### src/rtl/agu_pkg.sv
package agu_pkg;

    typedef enum logic [2:0] {
        AM_REG_IND    = 3'd0,
        AM_BASE_OFS   = 3'd1,
        AM_SCALED_IDX = 3'd2,
        AM_PC_REL     = 3'd3,
        AM_ABSOLUTE   = 3'd4,
        AM_POST_INC   = 3'd5,
        AM_PUSH       = 3'd6,
        AM_POP        = 3'd7
    } agu_mode_e;

    localparam int MODE_W = 3;

    // Modes that return a new base register value
    function automatic logic mode_updates(input agu_mode_e m);
        return (m == AM_POST_INC) || (m == AM_PUSH) || (m == AM_POP);
    endfunction

endpackage

### src/rtl/agu_offset_sel.sv
module agu_offset_sel
    import agu_pkg::*;
#(
    parameter int ADDR_W  = 32,
    parameter int IMM_W   = 12,
    parameter int SCALE_W = 2
) (
    input  agu_mode_e             mode,
    input  logic [ADDR_W-1:0]     index_val,
    input  logic [IMM_W-1:0]      imm,
    input  logic [SCALE_W-1:0]    scale,
    output logic [ADDR_W-1:0]     offset,
    output logic [ADDR_W-1:0]     imm_ext
);
    localparam int NUM_SCALES = 1 << SCALE_W;

    logic [ADDR_W-1:0] shifted [NUM_SCALES];

    // One fixed shift per scale code; the code picks among them
    for (genvar s = 0; s < NUM_SCALES; s++) begin : g_scale
        assign shifted[s] = index_val << s;
    end

    assign imm_ext = {{(ADDR_W-IMM_W){imm[IMM_W-1]}}, imm};

    always_comb begin
        unique case (mode)
            AM_BASE_OFS,
            AM_PC_REL:     offset = imm_ext;
            AM_SCALED_IDX: offset = shifted[scale];
            default:       offset = '0;
        endcase
    end

endmodule

### src/rtl/agu_base_sel.sv
module agu_base_sel
    import agu_pkg::*;
#(
    parameter int ADDR_W = 32
) (
    input  agu_mode_e         mode,
    input  logic [ADDR_W-1:0] base_val,
    input  logic [ADDR_W-1:0] pc_val,
    input  logic [ADDR_W-1:0] abs_val,
    output logic [ADDR_W-1:0] operand
);
    always_comb begin
        unique case (mode)
            AM_PC_REL:   operand = pc_val;
            AM_ABSOLUTE: operand = abs_val;
            default:     operand = base_val;
        endcase
    end

endmodule

### src/rtl/agu_update.sv
module agu_update
    import agu_pkg::*;
#(
    parameter int ADDR_W     = 32,
    parameter int STACK_STEP = 4
) (
    input  logic              valid,
    input  agu_mode_e         mode,
    input  logic [ADDR_W-1:0] base_val,
    input  logic [ADDR_W-1:0] imm_ext,
    output logic              wb_en,
    output logic [ADDR_W-1:0] new_base
);
    localparam logic [ADDR_W-1:0] STEP_UP   = ADDR_W'(STACK_STEP);
    localparam logic [ADDR_W-1:0] STEP_DOWN = ADDR_W'(0) - STEP_UP;

    logic [ADDR_W-1:0] delta;

    always_comb begin
        unique case (mode)
            AM_PUSH:     delta = STEP_DOWN;
            AM_POP:      delta = STEP_UP;
            AM_POST_INC: delta = imm_ext;
            default:     delta = '0;
        endcase
    end

    assign new_base = base_val + delta;
    assign wb_en    = valid && mode_updates(mode);

endmodule

### src/rtl/agu_out_stage.sv
module agu_out_stage #(
    parameter int W         = 8,
    parameter bit REGISTERED = 1'b1
) (
    input  logic         clk,
    input  logic         rst_n,
    input  logic         d_valid,
    input  logic [W-1:0] d_data,
    output logic         q_valid,
    output logic [W-1:0] q_data
);
    if (REGISTERED) begin : g_reg
        always_ff @(posedge clk) begin
            if (!rst_n) begin
                q_valid <= 1'b0;
                q_data  <= '0;
            end else begin
                q_valid <= d_valid;
                q_data  <= d_data;
            end
        end
    end else begin : g_pass
        logic unused_clk;
        assign unused_clk = clk ^ rst_n;
        assign q_valid    = d_valid;
        assign q_data     = d_data;
    end

endmodule

### src/rtl/addr_gen_unit.sv
module addr_gen_unit
    import agu_pkg::*;
#(
    parameter int ADDR_W     = 32,
    parameter int IMM_W      = 12,
    parameter int SCALE_W    = 2,
    parameter int STACK_STEP = 4,
    parameter bit REG_OUT    = 1'b1
) (
    input  logic               clk,
    input  logic               rst_n,
    input  logic               req_valid,
    input  logic [MODE_W-1:0]  req_mode,
    input  logic [ADDR_W-1:0]  req_base,
    input  logic [ADDR_W-1:0]  req_index,
    input  logic [IMM_W-1:0]   req_imm,
    input  logic [SCALE_W-1:0] req_scale,
    input  logic [ADDR_W-1:0]  req_pc,
    input  logic [ADDR_W-1:0]  req_abs,
    output logic               out_valid,
    output logic [ADDR_W-1:0]  out_ea,
    output logic               out_wb_en,
    output logic [ADDR_W-1:0]  out_wb_val
);
    localparam int PACK_W = 2*ADDR_W + 1;

    agu_mode_e         mode;
    logic [ADDR_W-1:0] offset;
    logic [ADDR_W-1:0] imm_ext;
    logic [ADDR_W-1:0] operand;
    logic [ADDR_W-1:0] sum_ea;
    logic [ADDR_W-1:0] new_base;
    logic              wb_en;
    logic [ADDR_W-1:0] ea;
    logic [PACK_W-1:0] pack_d;
    logic [PACK_W-1:0] pack_q;

    assign mode = agu_mode_e'(req_mode);

    agu_offset_sel #(
        .ADDR_W (ADDR_W),
        .IMM_W  (IMM_W),
        .SCALE_W(SCALE_W)
    ) u_offset (
        .mode     (mode),
        .index_val(req_index),
        .imm      (req_imm),
        .scale    (req_scale),
        .offset   (offset),
        .imm_ext  (imm_ext)
    );

    agu_base_sel #(
        .ADDR_W(ADDR_W)
    ) u_base (
        .mode    (mode),
        .base_val(req_base),
        .pc_val  (req_pc),
        .abs_val (req_abs),
        .operand (operand)
    );

    agu_update #(
        .ADDR_W    (ADDR_W),
        .STACK_STEP(STACK_STEP)
    ) u_update (
        .valid   (req_valid),
        .mode    (mode),
        .base_val(req_base),
        .imm_ext (imm_ext),
        .wb_en   (wb_en),
        .new_base(new_base)
    );

    assign sum_ea = operand + offset;

    // Push accesses the already-decremented pointer
    always_comb begin
        unique case (mode)
            AM_PUSH: ea = new_base;
            default: ea = sum_ea;
        endcase
    end

    assign pack_d = {wb_en, ea, new_base};

    agu_out_stage #(
        .W         (PACK_W),
        .REGISTERED(REG_OUT)
    ) u_out (
        .clk    (clk),
        .rst_n  (rst_n),
        .d_valid(req_valid),
        .d_data (pack_d),
        .q_valid(out_valid),
        .q_data (pack_q)
    );

    assign out_wb_en  = pack_q[PACK_W-1];
    assign out_ea     = pack_q[2*ADDR_W-1:ADDR_W];
    assign out_wb_val = pack_q[ADDR_W-1:0];

endmodule

### config.mk
export PLATFORM = sky130hd
export DESIGN_NAME = addr_gen_unit
export DESIGN_NICKNAME = d
export VERILOG_FILES = /design/src/rtl/agu_pkg.sv /design/src/rtl/agu_offset_sel.sv /design/src/rtl/agu_base_sel.sv /design/src/rtl/agu_update.sv /design/src/rtl/agu_out_stage.sv /design/src/rtl/addr_gen_unit.sv
export SDC_FILE = /design/constraint.sdc
export NUM_CORES = 1
export LEC_CHECK = 0
export BUFFER_PORTS_ARGS = -buffer_cell sky130_fd_sc_hd__buf_2
export CORE_UTILIZATION = 49
export CTS_CLUSTER_SIZE = 12
export DETAILED_ROUTE_END_ITERATION = 8
export PLACE_DENSITY = 0.76
export SYNTH_ARGS = -nofsm -noshare
export SYNTH_HDL_FRONTEND = slang
export SYNTH_SLANG_ARGS = --single-unit
### constraint.sdc
create_clock -name clk -period 5.5 [get_ports clk]
set_input_delay 0.825 -clock clk [delete_from_list [all_inputs] [get_ports clk]]
set_output_delay 0.825 -clock clk [all_outputs]
set_load 0.05 [all_outputs]
==> results.yml <==
global_routing:
  grtUsageTotal: 0.315
  antenna_found_initial: 0
  grt_pass1_vias: 6953
  grt_max_degree: 40
  overflow: 0
  grt_pass1_wl_um: 38500
logic_synthesis:
  yosys.area.top_type: "dfxtp_1"
  synth-seq-cells: 66
  avgSynthCellArea_um2: 7.77
  syn_area_um2: 7350
  synth_edf_count: 0
  ys.flop_type: "dfxtp_1"
  syn_nets: 1158
  synth_top_area_frac: 0.180
  synth_warnings: 0
  async_reset_ff_frac: 0
  ys_types: 83
  ys_seq_area_frac: 0.180
  synth_area_leaders: "dfxtp_1 (18%), ha_1 (11%), nand2_1 (8.1%)"
  postSynthCellCount: 946
sta:
  timing.final.crit_share: 0.788
  worst_pin_slew_ns: 1.08
  final_max_slew_viol_count: 0
  hold_viol_final: 0
  setup-violations-final: 0
  timing.fmax_mhz: 231
  fin_tns_setup_ns: 0
  grt_setup_unrepaired: "no"
  period_minus_slack_ns: 4.33
  relSlewSlack: 0.279
placement:
  hpwl_um: 20300
  gp_congestion: 0.986
  portBuffers: 213
layout:
  final_layout_size_suffix_gt1_frac: 0.255
  most-common-layout-cells: "buf_2 (213), nand2_1 (157), a21oi_1 (78)"
  final_common_cell: "buf_2"
  finalNetCount: 1339
  diodes: 0
  syn_to_final_growth_pct: 19.9
power_and_ir_drop:
  finalPower_mw: 2.20
  leakagePower_nw: 4.37
  vdd_drop_max_uv: 135
  power.density_nw_per_um2: 250
cts:
  clkSinkCount: 66
  root_buffer: "clkbuf_16"
  cts_buffers: 9
  cts_resized: 0
  cts-htree-levels: 3
  cts_hold_buf: 0
  cts_tree: "built"
  max-clock-path-buffers: 2
  post-cts-setup-buffers: 0
  cts.reportedPaths.clkPinSlew_ns: 0.06
worst_setup_path:
  cpPeakStageDelay_ns: 0.69
  cp_max_fo: 35
  critPathKind: "input pin to register"
  critPathLaunch: "req_scale[0]"
  crit_cells: 12
  cp-end-kind: "register"
  critPathBufInv: 1
  crit_family: "compound AO/OA/AOI/OAI gates"
  start_kind: "input pin"
  crit_slowest_cell: "buf_2"
  cp_data_required_time_ns: 5.78
  crit_top_cell: "a22o_1"
  critPathArrivalTime_ns: 4.61
  worstPathCellList: "buf_2, mux4_2, a22o_1, ha_1, and2_4, a221o_1, a22o_1, a221oi_2, nand2b_1, a22oi_1, mux2_4, o21ai_2"
  endpoint: "u_out.q_data[62]$_SDFF_PN0_"
drt:
  dr.pass1.iters: 6
  wire_per_inst_um: 18.9
  final_antenna_net_count: 0
  num_vias: 7905
  avgViaCountPerCell: 6.01
  drt_iter0_markers: 826
  drc: 0
  routed_wl_um: 24800
die:
  die-area_um2: 15500
  ioPinCount: 214
  die_x_um: 124
  core_um2: 14600
  die_h_um: 124
  initial_core_util: 0.504
  rows: 44
flow_run:
  maxCapViolations: 0
min_path:
  holdCritPathClass: "input pin to register"
status:
  status: "finished, final reports clean"
area by class of cell:
cell class	count	area [um2]
Fill cell	1357	5780
Clock inverter	3	40.0
Timing Repair Buffer	226	1160
Tap cell	184	230
Sequential cell	66	1320
Multi-Input combinational cell	808	5750
Clock buffer	12	246
Inverter	16	60.1
per-layer routing:
metal | vias to the layer above | global-route usage | routed length, um
li1 | 3846 | - | -
met1 | 3658 | 0.489 | 11800
met2 | 376 | 0.462 | 10600
met3 | 25 | 0.0322 | 2050
met4 | 0 | 0.0730 | 353
met5 | - | 0 | 0
cell families after synthesis:
logic type | Yosys count | share of synthesized area
simple gates | 341 | 0.217
mux | 65 | 0.129
fa+ha+maj | 64 | 0.111
xor+xnor | 47 | 0.0560
compound gates | 291 | 0.269
buf+inv | 72 | 0.0385
flops | 66 | 0.180
flip-flops by register name, summed over array words and instances (netlist names):
name           cells
u_out.q_data      65
u_out.q_valid      1
cell usage after synthesis (13+ instances only):
| cell type | number |
|---|---|
| nand2_1 | 158 |
| a21oi_1 | 78 |
| dfxtp_1 | 66 |
| ha_1 | 62 |
| o21ai_0 | 60 |
| nor2_1 | 50 |
| clkbuf_1 | 43 |
| mux2i_1 | 38 |
| xnor2_1 | 36 |
| and2_1 | 31 |
| nand3_1 | 26 |
| a21o_1 | 24 |
| mux4_2 | 23 |
| a211oi_1 | 14 |
| inv_1 | 14 |
| o211ai_1 | 13 |
| o21ai_1 | 13 |
metrics by stage:
stage	cell area (um2)	std cells	setup slack (ns)	utilization	hold slack (ns)
after floorplan	7350	946	1.10	-	0.958
after global placement	8530	1300	0.884	0.584	1.13
after detailed placement	8530	1300	0.829	0.584	1.13
after CTS	8810	1315	1.17	0.604	0.777
after global routing	8810	1315	0.926	0.604	0.779
final	8810	1315	1.17	0.604	0.782
power by group:
group | switching [mW] | internal (mW) | total [mW]
clock network | 0.201 | 0.359 | 0.560
logic | 0.707 | 0.367 | 1.07
registers | 0.0216 | 0.544 | 0.565
total | 0.930 | 1.27 | 2.20
worst min path at each step:
stage                      from                     endpoint  depth (start not counted)
floorplan           req_mode[2]  u_out.q_data[64]$_SDFF_PN0_                          1
global placement    req_mode[2]  u_out.q_data[64]$_SDFF_PN0_                          2
detailed placement  req_mode[2]  u_out.q_data[64]$_SDFF_PN0_                          2
CTS                 req_mode[2]  u_out.q_data[64]$_SDFF_PN0_                          2
global route        req_mode[2]  u_out.q_data[64]$_SDFF_PN0_                          2
finish              req_mode[2]  u_out.q_data[64]$_SDFF_PN0_                          2
(Power assumes the default switching activity.)
